### src/rtl/swd_pkg.sv
package swd_pkg;
  localparam int FLAG_W = 8;
  localparam int Z_POS  = 6;
  localparam int S_POS  = 5;
  localparam int V_POS  = 4;

  // Mask of the flag bits the watchdog instruction writes.
  function automatic logic [FLAG_W-1:0] zsv_mask();
    logic [FLAG_W-1:0] m;
    m = '0;
    m[Z_POS] = 1'b1;
    m[S_POS] = 1'b1;
    m[V_POS] = 1'b1;
    return m;
  endfunction

  // Value written under the mask: Z set, S and V cleared.
  function automatic logic [FLAG_W-1:0] zsv_value();
    logic [FLAG_W-1:0] v;
    v = '0;
    v[Z_POS] = 1'b1;
    return v;
  endfunction
endpackage

### src/rtl/swd_arm.sv
module swd_arm (
  input  logic clk,
  input  logic rst_n,
  input  logic refresh_ok,
  input  logic drop,
  output logic armed
);
  // Sticky enable: set by an accepted strobe, cleared only by reset or expiry.
  always_ff @(posedge clk or negedge rst_n) begin
    if (!rst_n)          armed <= 1'b0;
    else if (drop)       armed <= 1'b0;
    else if (refresh_ok) armed <= 1'b1;
  end
endmodule

### src/rtl/swd_count.sv
module swd_count #(
  parameter int PERIOD_TICKS = 4096,
  localparam int CW = $clog2(PERIOD_TICKS + 1)
) (
  input  logic          clk,
  input  logic          rst_n,
  input  logic          reload,
  input  logic          armed,
  input  logic          tick,
  input  logic          clear,
  output logic          expire,
  output logic [CW-1:0] cnt_q
);
  localparam logic [CW-1:0] RELOAD_VAL = CW'(PERIOD_TICKS);
  localparam logic [CW-1:0] LAST_VAL   = CW'(1);

  logic step;
  assign step   = armed && tick && (cnt_q != '0);
  // Expiry: the tick that would empty the counter, unless a refresh wins.
  assign expire = step && (cnt_q == LAST_VAL) && !reload && !clear;

  always_ff @(posedge clk or negedge rst_n) begin
    if (!rst_n)      cnt_q <= '0;
    else if (clear)  cnt_q <= '0;
    else if (reload) cnt_q <= RELOAD_VAL;
    else if (step)   cnt_q <= cnt_q - LAST_VAL;
  end
endmodule

### src/rtl/swd_pulse.sv
module swd_pulse #(
  parameter int RST_CYCLES = 16,
  localparam int PW = $clog2(RST_CYCLES + 1)
) (
  input  logic clk,
  input  logic rst_n,
  input  logic fire,
  output logic active
);
  localparam logic [PW-1:0] LEN = PW'(RST_CYCLES);
  logic [PW-1:0] left_q;

  always_ff @(posedge clk or negedge rst_n) begin
    if (!rst_n)             left_q <= '0;
    else if (fire)          left_q <= LEN;
    else if (left_q != '0)  left_q <= left_q - PW'(1);
  end

  assign active = (left_q != '0);
endmodule

### src/rtl/swd_flags.sv
module swd_flags
  import swd_pkg::*;
(
  input  logic              refresh_op,
  output logic [FLAG_W-1:0] flag_we,
  output logic [FLAG_W-1:0] flag_wdata
);
  always_comb begin
    flag_we    = '0;
    flag_wdata = '0;
    if (refresh_op) begin
      flag_we    = zsv_mask();
      flag_wdata = zsv_value();
    end
  end
endmodule

### src/rtl/sticky_wdog.sv
module sticky_wdog #(
  parameter int PERIOD_TICKS = 4096,
  parameter int RST_CYCLES   = 16,
  localparam int CW = $clog2(PERIOD_TICKS + 1)
) (
  input  logic       clk,
  input  logic       rst_n,
  input  logic       refresh_op,
  input  logic       tick,
  output logic       sys_rst_req,
  output logic [7:0] flag_we,
  output logic [7:0] flag_wdata
);
  logic          armed_q;
  logic          expire;
  logic          refresh_ok;
  logic [CW-1:0] cnt_q;

  // Strobes are ignored while the reset request is high.
  assign refresh_ok = refresh_op && !sys_rst_req;

  swd_arm u_arm (
    .clk        (clk),
    .rst_n      (rst_n),
    .refresh_ok (refresh_ok),
    .drop       (expire || sys_rst_req),
    .armed      (armed_q)
  );

  swd_count #(.PERIOD_TICKS(PERIOD_TICKS)) u_count (
    .clk    (clk),
    .rst_n  (rst_n),
    .reload (refresh_ok),
    .armed  (armed_q),
    .tick   (tick),
    .clear  (sys_rst_req),
    .expire (expire),
    .cnt_q  (cnt_q)
  );

  swd_pulse #(.RST_CYCLES(RST_CYCLES)) u_pulse (
    .clk    (clk),
    .rst_n  (rst_n),
    .fire   (expire),
    .active (sys_rst_req)
  );

  swd_flags u_flags (
    .refresh_op (refresh_op),
    .flag_we    (flag_we),
    .flag_wdata (flag_wdata)
  );
endmodule

### config.mk
export PLATFORM = sky130hd
export DESIGN_NAME = sticky_wdog
export DESIGN_NICKNAME = d
export VERILOG_FILES = /design/src/rtl/swd_pkg.sv /design/src/rtl/swd_arm.sv /design/src/rtl/swd_count.sv /design/src/rtl/swd_pulse.sv /design/src/rtl/swd_flags.sv /design/src/rtl/sticky_wdog.sv
export SDC_FILE = /design/constraint.sdc
export NUM_CORES = 1
export LEC_CHECK = 0
export BUFFER_PORTS_ARGS = -buffer_cell sky130_fd_sc_hd__buf_2
export CORE_MARGIN = 2
export CORE_UTILIZATION = 55
export CTS_BUF_LIST = sky130_fd_sc_hd__clkbuf_16
export CTS_CLUSTER_SIZE = 24
export DETAILED_ROUTE_END_ITERATION = 12
export GPL_ROUTABILITY_DRIVEN = 0
export PLACE_DENSITY = 0.85
export SYNTH_ARGS = -nofsm -noshare
export SYNTH_HDL_FRONTEND = slang
export SYNTH_SLANG_ARGS = --single-unit
### constraint.sdc
create_clock -name clk -period 3 [get_ports clk]
set_input_delay 0.45 -clock clk [delete_from_list [all_inputs] [get_ports clk]]
set_output_delay 0.45 -clock clk [all_outputs]
set_load 0.005 [all_outputs]
==> results by group <==
Die
  • Die span in y: 51.0 µm
  • Die area: 0.00260 mm²
  • # IOs: 21
  • Initial core utilization: 56.5%
  • # rows: 17
  • CORE AREA: 0.00215 mm²
  • Chip width: 51.0 µm

GRT
  • Gr ovfl total: 0
  • First-pass GRT wire length: 4380 µm
  • Vias in the first global route: 988
  • Initial antenna violation count: 0
  • GRT Util Overall: 22.8%
  • Pin count of the biggest net entering global routing: 20

Pwr
  • Power density over the cells: 608 mW/mm²
  • Tot Pwr: 0.000772 W
  • P_leak: 0.618 nW
  • Worst vdd ir: 0.559 mV

Synth
  • Synth top area share: 39.2%
  • Asr flop ratio synth: 100%
  • Unique cell type count in the Yosys netlist: 36
  • Commonest cells post-synth: dfrtp_1, buf_4, nand2_1
  • Count leader, synth: dfrtp_1
  • Synth Warn #: 0
  • Top_reg_cell synth: dfrtp_1
  • Mapped cell area: 0.00121 mm²
  • Post-synthesis cell count: 132
  • Top post-synthesis cells by area: dfrtp_1, buf_4, or3_1, a21oi_1, nand2_1
  • Synth Register Bits: 19
  • Post-synth top area cell: dfrtp_1
  • EDFF count, synth: 0
  • Syn Area/Cell: 9.19 µm²
  • Sequential-to-total area share from yosys stat: 39.2%

Final layout
  • Synth-to-layout area growth: 4.64%
  • Final non-filler cell total: 164
  • Layout cell share with drive strength beyond 1: 13.2%
  • Antenna diodes: 0
  • Final Util: 59.1%
  • Nets: 144

Setup path
  • FF-to-FF path depth: 6
  • Worst Setup SP: u_pulse.left_q[0]
  • Critical path class: reg2out
  • Worst flop-to-flop path endpoint: u_count.cnt_q[7]
  • R2r setup slk: 0.68 ns
  • Worst reg2reg path startpoint: u_pulse.left_q[0]
  • Worst-path fanout max: 9
  • Required time of the critical path: 2.55 ns
  • Critical Path AT: 2.15 ns
  • Startpoint types: register
  • Setup crit end kind: primary output

STA
  • Final Hold Fails: 0
  • Slew headroom: 49.1%
  • Clock Skews: 0.00197 ns
  • RSZ-0062 raised after global routing: false
  • Final critical-path required period: 2.60 ns
  • Peak Freq: 385 MHz
  • Slew @ Worst Pin: 0.761 ns
  • Setup violations, final: 0
  • Period utilization: 86.6%
  • Max Transition Viols Final: 0
  • Setup TNS: 0 ns

Clock tree
  • H-tree Lvls: 1
  • Clock sink count: 19
  • Clock Path Buffers: 2
  • CTS resizes: 0
  • CTS tree: done
  • Clk root buf: clkbuf_16
  • Worst-path clk slew: 0.05 ns
  • Hold_buf cts: 0
  • Post-CTS Setup Bufs: 0
  • Clk Latency, worst-skew pair: 0.25 ns
  • Cts bufs inserted: 3

Outcome
  • Outcome: finished clean

Detailed routing
  • WL/cell: 15.9 µm
  • DRT iter0 DRCs: 48
  • Via/cell ratio: 6.27
  • Initial DRT Pass Iterations: 4
  • Post-DRT Antenna Nets: 0
  • Routed WL: 2610 µm
  • Post-route DRC: 0
  • Vias: 1029

Job
  • Max Cap Viol: 0

Placement
  • Placed insts: 160
  • HPWL after DPL: 1790 µm
  • # port buffers: 8

Worst hold path
  • Hold crit path type: in2async
critical path, stage by stage, from the launching register on:
cell and delay [ns]:
dfrtp_1 0.41, inv_1 0.11, ha_1 0.22, nor4b_2 0.65
inv_1 0.28, buf_2 0.21
report_power, final:
part / switching (W) / internal, W
sequential: 0.0000390 / 0.000291
combinational: 0.000102 / 0.0000642
clock: 0.0000975 / 0.000179
per-stage QoR:
stage	cell area (µm²)	setup WS (ns)	hold slack, ns
floorplan	1250	0.908	0.154
global placement	1190	0.830	0.403
detailed placement	1190	0.762	0.412
CTS	1270	0.423	0.145
global route	1270	0.301	0.175
finish	1270	0.401	0.129
worst max path at each step:
| stage | slack [ns] | to | cells past startpoint |
|---|---|---|---|
| after floorplan | 0.91 | u_count.cnt_q[8] | 7 |
| after CTS | 0.42 | sys_rst_req | 5 |
| after global routing | 0.30 | sys_rst_req | 5 |
| final | 0.40 | sys_rst_req | 5 |
| after global placement | 0.83 | u_count.cnt_q[8] | 6 |
| after detailed placement | 0.76 | u_count.cnt_q[8] | 6 |
metal layers:
metal | wire length (µm) | vias to the layer above | track usage (%)
met5 | 0 | - | 0
met4 | 161 | 0 | 17.6
met3 | 203 | 23 | 4.09
met2 | 1240 | 61 | 36.4
met1 | 999 | 488 | 27.3
li1 | - | 457 | -
cell type report:
| type | count | area [µm²] |
|---|---|---|
| Fill cell | 172 | 878 |
| Multi-Input combinational cell | 96 | 606 |
| Sequential cell | 19 | 475 |
| Clock buffer | 3 | 75.1 |
| Timing Repair Buffer | 8 | 40.0 |
| Tap cell | 28 | 35.0 |
| Inverter | 9 | 33.8 |
| Clock inverter | 1 | 5.00 |
registers in the layout, indices dropped and copies added (netlist names):
name / flops
u_arm.armed: 1
u_count.cnt_q: 13
u_pulse.left_q: 5
cell usage in the layout (no fill, tap or decap), types with 3 or more instances in the layout:
| cell | Yosys | final |
|---|---|---|
| nand2_1 | 11 | 11 |
| a21oi_1 | 10 | 10 |
| o31ai_1 | 4 | 4 |
| ha_1 | 3 | 3 |
| clkbuf_16 | 0 | 3 |
| inv_1 | 9 | 9 |
| nor3_1 | 3 | 3 |
| o21ai_0 | 5 | 5 |
| conb_1 | 1 | 12 |
| or4_1 | 3 | 3 |
| mux2i_1 | 3 | 3 |
| or3_1 | 10 | 10 |
| dfrtp_1 | 19 | 19 |
| nor2_1 | 6 | 6 |
| buf_2 | 1 | 8 |
| nor4_1 | 5 | 5 |
logic make-up (layout without fill, tap and decap cells):
group                      count (synthesis)  count (layout)  synth area share [%]
DFF                                       19              19                  39.2
muxes                                      3               3                  2.47
buffers and inverters                     28              21                  14.3
xor gates and xnor gates                   2               2                  1.44
adders and majority gates                  3               3                  3.09
other                                      1              12                 0.309
AOI/OAI and AO/OA                         26              26                  14.9
and+or+nand+nor                           50              50                  24.2
Power figures use the tool's default switching activity.
